[config.mk]
export PLATFORM = sky130hd
export DESIGN_NAME = bcd_divider
export DESIGN_NICKNAME = d
export VERILOG_FILES = /design/src/rtl/bcd_div_pkg.sv /design/src/rtl/bcd_ratio_decode.sv /design/src/rtl/div_down_counter.sv /design/src/rtl/bcd_divider.sv
export SDC_FILE = /design/constraint.sdc
export NUM_CORES = 1
export LEC_CHECK = 0
export ABC_AREA = 0
export ABC_CLOCK_PERIOD_IN_PS = 2700
export BUFFER_PORTS_ARGS = -buffer_cell sky130_fd_sc_hd__buf_2
export CORE_ASPECT_RATIO = 1.1
export CORE_UTILIZATION = 45
export CTS_CLUSTER_DIAMETER = 40
export DETAILED_ROUTE_END_ITERATION = 12
export PLACE_DENSITY_LB_ADDON = 0.08
export SLEW_MARGIN = 20
export SYNTH_ARGS = -nofsm -noshare
export SYNTH_HDL_FRONTEND = slang
export SYNTH_SLANG_ARGS = --single-unit
[constraint.sdc]
create_clock -name clk_i -period 2.7 [get_ports clk_i]
set_input_delay 0.54 -clock clk_i [delete_from_list [all_inputs] [get_ports clk_i]]
set_output_delay 0.54 -clock clk_i [all_outputs]
set_load 0.05 [all_outputs]
[src/rtl/bcd_div_pkg.sv]
`timescale 1ns/1ps
package bcd_div_pkg;

  typedef struct packed {
    logic [3:0] modulus;
    logic [2:0] rem_w;
  } stage_cfg_t;

  // modulus and remainder width per mode code
  function automatic stage_cfg_t stage_cfg(input logic [2:0] sel);
    stage_cfg_t c;
    case (sel)
      3'b000:  c = '{modulus: 4'd2,  rem_w: 3'd1};
      3'b001:  c = '{modulus: 4'd5,  rem_w: 3'd3};
      3'b010:  c = '{modulus: 4'd8,  rem_w: 3'd3};
      3'b011:  c = '{modulus: 4'd4,  rem_w: 3'd2};
      default: c = '{modulus: 4'd10, rem_w: 3'd4};
    endcase
    return c;
  endfunction

  function automatic int unsigned pow10(input int n);
    int unsigned p;
    p = 1;
    for (int i = 0; i < n; i++) p = p * 10;
    return p;
  endfunction

endpackage

[src/rtl/bcd_ratio_decode.sv]
`timescale 1ns/1ps
module bcd_ratio_decode
  import bcd_div_pkg::*;
#(
  parameter int DIGITS = 3,
  parameter int CNT_W  = 16
) (
  input  logic [2:0]            mode_i,
  input  logic [4+4*DIGITS-1:0] jam_i,
  output logic [CNT_W-1:0]      ratio_o
);

  logic [31:0] dec_term [DIGITS];

  // weight each BCD decade
  for (genvar g = 0; g < DIGITS; g++) begin : g_decade
    assign dec_term[g] = 32'(jam_i[4+4*g +: 4]) * pow10(g);
  end

  stage_cfg_t  cfg;
  logic [3:0]  low, rem_mask, rem, msd;
  logic [31:0] quot, total;

  always_comb begin
    cfg      = stage_cfg(mode_i);
    low      = jam_i[3:0];
    rem_mask = 4'((5'd1 << cfg.rem_w) - 5'd1);
    rem      = low & rem_mask;
    msd      = low >> cfg.rem_w;
    quot     = 32'(msd) * pow10(DIGITS);
    for (int d = 0; d < DIGITS; d++) quot = quot + dec_term[d];
    total    = 32'(cfg.modulus) * quot + 32'(rem);
  end

  assign ratio_o = CNT_W'(total);

endmodule

[src/rtl/div_down_counter.sv]
`timescale 1ns/1ps
module div_down_counter #(
  parameter int CNT_W = 16
) (
  input  logic             clk_i,
  input  logic             rst_ni,
  input  logic             en_i,
  input  logic [CNT_W-1:0] load_i,
  output logic             tc_o,
  output logic             pulse_o
);

  logic [CNT_W-1:0] cnt_q;

  assign tc_o    = (cnt_q == '0);
  assign pulse_o = tc_o & en_i;

  // reset parks at terminal count so the first enabled clock pulses
  always_ff @(posedge clk_i or negedge rst_ni) begin
    if (!rst_ni)   cnt_q <= '0;
    else if (en_i) cnt_q <= tc_o ? load_i : cnt_q - CNT_W'(1);
  end

  AST_HOLD_WHEN_IDLE: assert property (@(posedge clk_i) disable iff (!rst_ni)
    !en_i |=> $stable(cnt_q));
  AST_STEP_DOWN: assert property (@(posedge clk_i) disable iff (!rst_ni)
    (en_i && !tc_o) |=> (cnt_q == $past(cnt_q) - CNT_W'(1)));
  AST_RELOAD_AT_TC: assert property (@(posedge clk_i) disable iff (!rst_ni)
    (en_i && tc_o) |=> (cnt_q == $past(load_i)));
  AST_SINGLE_PULSE: assert property (@(posedge clk_i) disable iff (!rst_ni)
    (pulse_o && load_i != '0) |=> !pulse_o);
  AST_PASS_THROUGH: assert property (@(posedge clk_i) disable iff (!rst_ni)
    (en_i && tc_o && load_i == '0) |=> tc_o);

endmodule

[src/rtl/bcd_divider.sv]
`timescale 1ns/1ps
module bcd_divider #(
  parameter int DIGITS = 3,
  parameter int CNT_W  = 16
) (
  input  logic                  clk_i,
  input  logic                  rst_ni,
  input  logic                  en_i,
  input  logic [2:0]            mode_i,
  input  logic [4+4*DIGITS-1:0] jam_i,
  output logic                  pulse_o,
  output logic                  tc_o
);

  logic [CNT_W-1:0] ratio, load_val;

  bcd_ratio_decode #(.DIGITS(DIGITS), .CNT_W(CNT_W)) u_decode (
    .mode_i  (mode_i),
    .jam_i   (jam_i),
    .ratio_o (ratio)
  );

  // ratio 0 or 1 collapses to a zero reload: pulse every enabled clock
  assign load_val = (ratio <= CNT_W'(1)) ? '0 : ratio - CNT_W'(1);

  div_down_counter #(.CNT_W(CNT_W)) u_count (
    .clk_i   (clk_i),
    .rst_ni  (rst_ni),
    .en_i    (en_i),
    .load_i  (load_val),
    .tc_o    (tc_o),
    .pulse_o (pulse_o)
  );

  AST_PULSE_GATED: assert property (@(posedge clk_i) disable iff (!rst_ni)
    (!en_i && $past(!en_i)) |-> !pulse_o);
  AST_TC_WITHOUT_EN: assert property (@(posedge clk_i) disable iff (!rst_ni)
    (tc_o && !en_i) |=> tc_o);

endmodule

==> impl_metrics.tcl <==
set metrics [dict create \
    place_inst 979 \
    timing.final.ws_setup_ns -5.33 \
    path_class "input port to register" \
    ioPinCount 24 \
    core_sq_um 11400 \
    use_met1 0.269 \
    htreeDepth 1 \
    worst_slew_pin_slew_ns 0.558 \
    grt_max_degree 18 \
    synthMuxAreaShare 0.00568 \
    synthTopCellsByArea "ha_1 19%, fa_1 16%, dfrtp_1 7.6%" \
    synthFlopType "dfrtp_1" \
    ys_seq_elements 16 \
    yosys_warnings 0 \
    grt_remaining_overflow 0 \
    drcViolationCount 0 \
    fmax_ghz 0.125 \
    max-cap-violations 0 \
    rows 41 \
    nets 995 \
    ant_nets 0 \
    largest_register "u_count.cnt_q" \
    min-delay-path-class "input port to asynchronous set/reset pin" \
    synth-simple-area-share 0.207 \
    synth_area_sq_um 5290 \
    skew_ns 0.00372 \
    n_antenna_cell 0 \
    async_flop_share 1.00 \
    slew_headroom 0.625 \
    grtUsageMet3 0.00900 \
    grt_pass1_vias 5374 \
    die_area_sq_um 12200 \
    cpMaxStageDelayCell "fa_1" \
    cp-start-kind "input port" \
    nFillCells 976 \
    grt_pass1_wl_mm 23.5 \
    synth_adder_area_share 0.350 \
    violations "negative setup slack" \
    finalNonFillerCells 1000 \
    synth_edf_count 0 \
    holdBufCountCts 0 \
    cts_sinks 16 \
    dr.first_iter.drc_count 251 \
    dieHeight_um 116 \
    setup_tns_ns -84.79 \
    synth_top_family_by_area "adder cells" \
    hold_viol 0 \
    grt_use_met2 0.486 \
    r2r_cells 9 \
    synthTopCellsByCount "79 x ha_1, 79 x inv_1, 53 x nor2_1" \
    critPathCaptureType "register" \
    antenna_found_initial 0 \
    numCtsBuffers 3 \
    floorplan.initialDensity 0.462 \
    cts_tree "yes" \
    rrSetupSlack_ns 0.03 \
    die_w_um 105 \
    r2r_end "u_count.cnt_q[9]" \
    synthXorXnorAreaFrac 0.0810 \
    hpwl_mm 12.0 \
    worstPathMaxFanout 5 \
    startpoint "mode_i[0]" \
    slew_viol_final 0 \
    vias 5374 \
    status "finished, violations left" \
    rsz0062_at_grt "yes" \
    cpPeakStageDelay_ns 0.54 \
    root_buffer "clkbuf_16" \
    clkTransAtPathRegs_ns 0.05 \
    drt_pass1_iterations 6 \
    vias_per_cell 5.37 \
    clk_path_buf_depth 2 \
    syn_to_final_growth_pct 43.3 \
    top_regs "u_count.cnt_q (16)" \
    cp_common_cell "fa_1" \
    yosysTopAreaCellShare 0.187 \
    wl_per_cell_um 14.5 \
    port_buffers 23 \
    totalWireLength_mm 14.5 \
    grt-busiest-layer "met2" \
    drive_above_1_share 0.366 \
    crit_end "u_count.cnt_q[15]" \
    synth_compound_area_frac 0.209 \
    yosysSeqAreaShare 0.0758 \
    rr_startpoint "u_count.cnt_q[10]" \
    synthCells 641 \
    critPathArrivalTime_ns 8.15 \
    grt_usage 0.234 \
    worstPathRequired_ns 2.83 \
    synth.largest_area_cell "ha_1" \
    synth.avg_cell_area_sq_um 8.25 \
    gp_congestion 0.904 \
    clock_latency_ns 0.25 \
    min_period_over_period 2.97 \
    largest_reg_flops 16 \
    period_minus_slack_ns 8.03 \
    netlist-cell-type-count 85 \
    setup_viol 17 \
]
[metrics by stage]
stage           util  hold WS [ns]  setup slack, ns  cell area [sq um]
2_1_floorplan      -         0.244            -5.33               5490
3_3_place_gp   0.615         0.471            -5.57               7040
3_5_place_dp   0.615         0.478            -5.76               7040
4_1_cts        0.640         0.215            -5.32               7320
5_1_grt        0.662         0.227            -5.70               7580
6_report       0.662         0.203            -5.33               7580
[worst min-delay path by stage]
stage,endpoint,slack [ns]
after floorplan,u_count.cnt_q[0],0.24
after global placement,u_count.cnt_q[1],0.47
after detailed placement,u_count.cnt_q[1],0.48
after CTS,u_count.cnt_q[1],0.22
after global routing,u_count.cnt_q[1],0.23
final,u_count.cnt_q[1],0.20
[layout by cell type (no fill, tap or decap), types with 4 or more instances in the layout]
cell type and count:
or3_1 7, o21ai_0 22, nor3_1 16, nand3_1 10, a21oi_1 21, nand4_1 4
nand3b_1 4, nand2b_1 6, and2_1 18, xnor2_1 24, xor2_1 16, conb_1 7
ha_1 69, fa_1 41, a211oi_1 7, o31a_1 5, inv_2 7, inv_1 70
nand2_1 46, clkbuf_16 4, dfrtp_1 15, o21a_1 7, a32oi_1 4, o31ai_2 9
nor2b_1 6, a21o_1 11, nor3_2 6, buf_4 188, xnor2_2 7, buf_2 19
ha_4 9, and3_1 6, nor2_1 50, o211a_1 4
[metal layers]
metal	up-vias	share of wire
li1	2675	-
met1	2582	0.41
met2	90	0.56
met3	27	0.022
met4	0	0.016
met5	-	0
[worst max-delay path, delay by kind of cell]
| family | cells | cell delay, ns |
|---|---|---|
| AOI/OAI and AO/OA | 9 | 2.20 |
| xor gates and xnor gates | 1 | 0.17 |
| adders and majority gates | 9 | 3.29 |
| buffers and inverters | 8 | 0.68 |
| and+or+nand+nor | 8 | 1.28 |
[final cells by class]
type                            instances  area [sq um]  area share
Tap cell                              150           188      0.0248
Clock buffer                            4          88.8      0.0117
Multi-Input combinational cell        537          4970       0.656
Timing Repair Buffer                  214          1620       0.214
Inverter                               79           304      0.0401
Sequential cell                        16           402      0.0530
[cell families after synthesis]
kind of cell,count (synthesis)
fa+ha+maj,122
compound gates,146
flops,16
buf+inv,93
xor+xnor,48
other cells,2
simple gates,211
mux,3
[repair_timing]
action	CTS	global route
endpoints found under the setup margin	18	18
gates cloned	1	0
pin swaps	6	43
resized for setup	19	41
setup buffers	7	10
Power is not shown: default switching activity piles up to over one toggle a cycle in this logic, so the estimate is an artifact.
